## config.mk

```make
export PLATFORM = sky130hd
export DESIGN_NAME = tdm_slave
export DESIGN_NICKNAME = d
export VERILOG_FILES = /design/src/rtl/tdm_slave_pkg.sv /design/src/rtl/tdm_slave_align.sv /design/src/rtl/tdm_slave_capture.sv /design/src/rtl/tdm_slave_serializer.sv /design/src/rtl/tdm_slave.sv
export SDC_FILE = /design/constraint.sdc
export NUM_CORES = 1
export LEC_CHECK = 0
export BUFFER_PORTS_ARGS = -buffer_cell sky130_fd_sc_hd__buf_2
export CORE_MARGIN = 3
export CORE_UTILIZATION = 42
export CTS_CLUSTER_SIZE = 10
export DETAILED_ROUTE_END_ITERATION = 16
export PLACE_DENSITY = 0.65
export SLEW_MARGIN = 10
export SYNTH_ARGS = -nofsm -noshare
export SYNTH_HDL_FRONTEND = slang
export SYNTH_SLANG_ARGS = --single-unit
export TNS_END_PERCENT = 30
```

## constraint.sdc

```tcl
create_clock -name clk -period 2.2 [get_ports clk]
set_input_delay 0.11 -clock clk [delete_from_list [all_inputs] [get_ports clk]]
set_output_delay 0.11 -clock clk [all_outputs]
set_load 0.1 [all_outputs]
```

## src/rtl/tdm_slave_pkg.sv

```systemverilog
package tdm_slave_pkg;
    localparam int unsigned SLOTS     = 16;
    localparam int unsigned SW        = $clog2(SLOTS);
    localparam int unsigned LINES     = 5;
    localparam int unsigned LAN_SLOT  = 2 * LINES;

    typedef logic [SW-1:0]    slot_t;
    typedef logic [SLOTS-1:0] frame_t;

    localparam slot_t LAST_SLOT = slot_t'(SLOTS - 1);

    typedef struct packed {
        logic             present_n;
        logic             lan_pwr;
        logic [LINES-1:0] grp_b;
        logic [LINES-1:0] grp_a;
    } status_t;

    function automatic logic status_bit(status_t st, slot_t s);
        slot_t rel;
        logic  b;
        rel = s - slot_t'(LINES);
        if (s < slot_t'(LINES))            b = st.grp_a[s[2:0]];
        else if (s < slot_t'(LAN_SLOT))    b = st.grp_b[rel[2:0]];
        else if (s == slot_t'(LAN_SLOT))   b = st.lan_pwr;
        else if (s == LAST_SLOT)           b = st.present_n;
        else                               b = 1'b1;
        return b;
    endfunction
endpackage

```

## src/rtl/tdm_slave_align.sv

```systemverilog
module tdm_slave_align
    import tdm_slave_pkg::*;
(
    input  logic  clk,
    input  logic  rst,
    input  logic  sync_n,
    output logic  lock_o,
    output slot_t slot_o,
    output logic  take_o,
    output logic  frame_end_o
);
    logic  lock_q;
    slot_t slot_q;
    logic  sync_bad;

    assign sync_bad    = (slot_q == LAST_SLOT) ? sync_n : !sync_n;
    assign take_o      = lock_q && !sync_bad;
    assign frame_end_o = take_o && (slot_q == LAST_SLOT);
    assign lock_o      = lock_q;
    assign slot_o      = slot_q;

    always_ff @(negedge clk) begin
        if (rst) begin
            lock_q <= 1'b0;
            slot_q <= '0;
        end else if (!lock_q) begin
            if (!sync_n) begin
                lock_q <= 1'b1;
                slot_q <= '0;
            end
        end else if (sync_bad) begin
            lock_q <= 1'b0;
        end else begin
            slot_q <= slot_q + 1'b1;
        end
    end

    // sync while hunting aligns with slot 0 next
    a_r3_acquire: assert property (@(negedge clk) disable iff (rst)
        (!lock_q && !sync_n) |=> (lock_q && slot_q == '0));
    // sync pulse in a wrong slot drops alignment
    a_r7_stray_sync: assert property (@(negedge clk) disable iff (rst)
        (lock_q && !sync_n && slot_q != LAST_SLOT) |=> !lock_q);
    // missing sync in slot 15 drops alignment
    a_r8_missing_sync: assert property (@(negedge clk) disable iff (rst)
        (lock_q && sync_n && slot_q == LAST_SLOT) |=> !lock_q);
    // no alignment without a sync pulse
    a_r2_stay_hunting: assert property (@(negedge clk) disable iff (rst)
        (!lock_q && sync_n) |=> !lock_q);
endmodule

```

## src/rtl/tdm_slave_capture.sv

```systemverilog
module tdm_slave_capture
    import tdm_slave_pkg::*;
(
    input  logic   clk,
    input  logic   rst,
    input  logic   rx_i,
    input  slot_t  slot_i,
    input  logic   take_i,
    input  logic   frame_end_i,
    output frame_t cmd_o
);
    frame_t frame_q;
    frame_t cmd_q;
    frame_t frame_nx;

    always_comb begin
        frame_nx         = frame_q;
        frame_nx[slot_i] = rx_i;
    end

    always_ff @(negedge clk) begin
        if (rst) begin
            frame_q <= '0;
            cmd_q   <= '0;
        end else begin
            if (take_i)      frame_q <= frame_nx;
            if (frame_end_i) cmd_q   <= frame_nx;
        end
    end

    assign cmd_o = cmd_q;

    // word only moves on a valid frame end
    a_r6_commit_only: assert property (@(negedge clk) disable iff (rst)
        !frame_end_i |=> $stable(cmd_q));
    // last slot's bit lands in the top position of the word
    a_r6_last_bit: assert property (@(negedge clk) disable iff (rst)
        frame_end_i |=> (cmd_q[SLOTS-1] == $past(rx_i)));
endmodule

```

## src/rtl/tdm_slave_serializer.sv

```systemverilog
module tdm_slave_serializer
    import tdm_slave_pkg::*;
(
    input  logic    clk,
    input  logic    rst,
    input  logic    lock_i,
    input  slot_t   slot_i,
    input  status_t st_i,
    output logic    tx_o
);
    logic tx_q;

    always_ff @(posedge clk) begin
        if (rst)         tx_q <= 1'b1;
        else if (lock_i) tx_q <= status_bit(st_i, slot_i);
        else             tx_q <= 1'b1;
    end

    assign tx_o = tx_q;

    // idle level while not aligned
    a_r2_idle_high: assert property (@(posedge clk) disable iff (rst)
        !lock_i |=> tx_q);
    // reserved slots send ones
    a_r5_reserved_high: assert property (@(posedge clk) disable iff (rst)
        (lock_i && slot_i > slot_t'(LAN_SLOT) && slot_i != LAST_SLOT) |=> tx_q);
endmodule

```

## src/rtl/tdm_slave.sv

```systemverilog
module tdm_slave
    import tdm_slave_pkg::*;
(
    input  logic             clk,
    input  logic             rst,
    input  logic             sync_n,
    input  logic             rx_bit,
    input  logic [LINES-1:0] port_a,
    input  logic [LINES-1:0] port_b,
    input  logic             lan_pwr,
    input  logic             present_n,
    output logic             tx_bit,
    output logic [SLOTS-1:0] cmd,
    output logic             locked
);
    logic    lock_w, take_w, end_w;
    slot_t   slot_w;
    status_t st_w;

    assign st_w = '{present_n: present_n, lan_pwr: lan_pwr,
                    grp_b: port_b, grp_a: port_a};

    tdm_slave_align u_align (
        .clk(clk), .rst(rst), .sync_n(sync_n),
        .lock_o(lock_w), .slot_o(slot_w), .take_o(take_w), .frame_end_o(end_w)
    );

    tdm_slave_capture u_capture (
        .clk(clk), .rst(rst), .rx_i(rx_bit), .slot_i(slot_w),
        .take_i(take_w), .frame_end_i(end_w), .cmd_o(cmd)
    );

    tdm_slave_serializer u_ser (
        .clk(clk), .rst(rst), .lock_i(lock_w), .slot_i(slot_w),
        .st_i(st_w), .tx_o(tx_bit)
    );

    assign locked = lock_w;
endmodule

```

==> impl_metrics.ini <==
[floorplanning]
die_h_um = 72.0
fp-row-count = 23
initial_utilization_pct = 44.8
die_w_um = 72.0
core_area_um2 = 4090
die-area_um2 = 5180
ios = 34

[detailed_routing]
drtIter0Drc = 127
route.detailed.drc = 0
viasPerCell = 5.16
wirelength_um = 4310
num_vias = 1900
drt_pass1_iterations = 4
ant_nets = 0
wl_per_cell_um = 11.7

[finish]
multi_input_area_um2 = 996
instances_no_fill = 368
diodes = 0
drive_gt1_share_pct = 23.3
final_nets = 338
nFillCells = 345
utilization_pct = 64.9
synthToLayoutAreaGrowth_pct = 45.1
regArea_um2 = 747

[synthesis]
seq_area_frac_synth_pct = 40.5
synth_area_um2 = 1830
yosysWarningCount = 0
yosysUniqueCellTypes = 39
synth_edf_count = 0
async_reset_ff_share_pct = 0
syn_inst = 237
syn-num-nets = 257
synth_top_area_cell = dfxtp_1
synth_seq_cells = 37
netlist_top_cells_area = dfxtp_1, nand2_1, a21oi_1
yosysTopAreaCellShare_pct = 40.5
avgSynthCellArea_um2 = 7.72
ys.flop_type = dfxtp_1

[pwr]
ir_drop_mv = 0.284
power_density_nw_per_um2 = 586
total_power_uw = 1550
power_leakage_uw = 0.00111

[cts]
path_clk_slew_ps = 80
htree_levels = 2
cts_buffers = 5
insertion_delay_ps = 350
cts_root_buffer = clkbuf_8
cts_max_path_buffers = 2
cts_tree = yes
clock_sinks = 37

[setup_path]
crit_fanout = 4
end_kind = flip-flop
arrival_ps = 2810
worst_ep_required_time_ps = 2370
crit_type = flip-flop to flip-flop
start_kind = flip-flop

[run_status]
violations = negative setup slack
run_status = complete, but fails checks

[place]
placed_cells = 326
dp_hpwl_um = 3070
io_buffers = 33
routabilityCongestion = 0.829

[global_route]
grt_util_all_layers_pct = 18.0
grt_max_degree = 39
grt_pass1_vias = 1879
grt_pass1_wl_um = 7490
antenna_found_initial = 0
overflow = 0

[timing]
fin_tns_setup_ps = -438
hold_viol = 0
rsz0062_at_grt = yes
relSlewSlack_pct = 53.9
timing.final.ws_setup_ps = -438
drv_slew = 0
whs_ps = 308
max_slew.worst_pin.slew_ps = 691
finalSetupViolations = 1
finalClockSkew_ps = 57.6

[min_path]
hold_class = primary input to flip-flop

[run]
max_cap_viol_count = 0
==> where the power goes <==
| part | switching [µW] | total [µW] | leakage, µW | internal [µW] |
|---|---|---|---|---|
| clock network | 410 | 713 | 0.000232 | 304 |
| registers | 4.50 | 685 | 0.000300 | 681 |
| logic | 90.6 | 156 | 0.000582 | 65.2 |
==> layout by cell type, fill, tap and decap left out, drive strengths merged, types with 4 or more instances in the layout <==
cell type | Yosys | layout
buf | 11 | 57
nand2 | 51 | 51
inv | 4 | 40
dfxtp | 37 | 37
a21oi | 30 | 30
nor2 | 23 | 23
o21ai | 15 | 15
mux2i | 9 | 9
nor3 | 7 | 7
nand3 | 6 | 6
clkbuf | 7 | 5
nand2b | 4 | 4
ha | 4 | 4
==> metrics by stage <==
stage / setup WS, ps / cell area, µm²
2_1_floorplan: -326 / 1870
3_3_place_gp: -366 / 2440
3_5_place_dp: -369 / 2440
4_1_cts: -397 / 2650
5_1_grt: -463 / 2650
6_report: -438 / 2650
==> cell families (layout without fill, tap and decap cells) <==
logic type / count (synthesis) / after routing / share of synthesized area, %
adders and majority gates: 4 / 4 / 2.74
muxes: 10 / 10 / 6.16
DFF: 37 / 37 / 40.5
AOI/OAI and AO/OA: 55 / 55 / 16.6
xor gates and xnor gates: 3 / 3 / 1.44
buffers and inverters: 22 / 103 / 5.75
and+or+nand+nor: 106 / 106 / 26.9
==> sequential cells by signal, indices dropped and copies added (netlist names) <==
signal / cells
u_ser.tx_o: 1
u_capture.frame_q: 15
u_capture.cmd_o: 16
u_align.lock_o: 1
u_align.slot_o: 4
==> critical path, stage by stage (launching register included) <==
cell     delay [ps]
dfxtp_4         360
mux4_2          480
nor2b_1         140
nor4_1          240
o32ai_1         130
==> metal layers <==
layer  track usage, %  up-vias  routed length (µm)
met3             5.40        4                 172
met5                0        -                   0
met4             9.81        0                  44
li1                 -      966                   -
met1             20.4      888                1860
met2             30.4       42                2230
==> layout make-up <==
class	count	share of cell area [%]
clock buffers	5	2.59
clock inverters	38	5.61
inverters	3	0.519
multi-input cells	178	37.5
flip-flops and latches	37	28.1
well taps	50	2.36
repair buffers	57	23.2
==> synthesized netlist by cell type, types with 4 or more instances <==
library cell and n:
clkbuf_1 7, nand3_1 6, nand2_1 50, buf_2 9, nor2_1 23, o21ai_0 15
dfxtp_1 37, ha_1 4, inv_1 4, a21oi_1 30, nor3_1 6, mux2i_1 9
nand2b_1 4
==> path summary, 6_finish.rpt <==
| path | start | endpoint | slack, ps | cells past startpoint |
|---|---|---|---|---|
| max | u_align.slot_o[0] | u_ser.tx_o | -440 | 4 |
| min | port_a[4] | u_ser.tx_o | 310 | 5 |
| max reg2reg | u_align.slot_o[0] | u_ser.tx_o | -440 | 4 |
| min reg2reg | u_capture.frame_q[4] | u_capture.cmd_o[4] | 440 | 2 |
==> timing repair <==
| action | in CTS | in global routing |
|---|---|---|
| setup buffers | 0 | 0 |
| resized for setup | 1 | 0 |
| hold buffers | 0 | 0 |
| pin swaps | 1 | 0 |
| setup endpoints to repair | 2 | 2 |
Note: power is estimated with default switching activity, not from simulation.
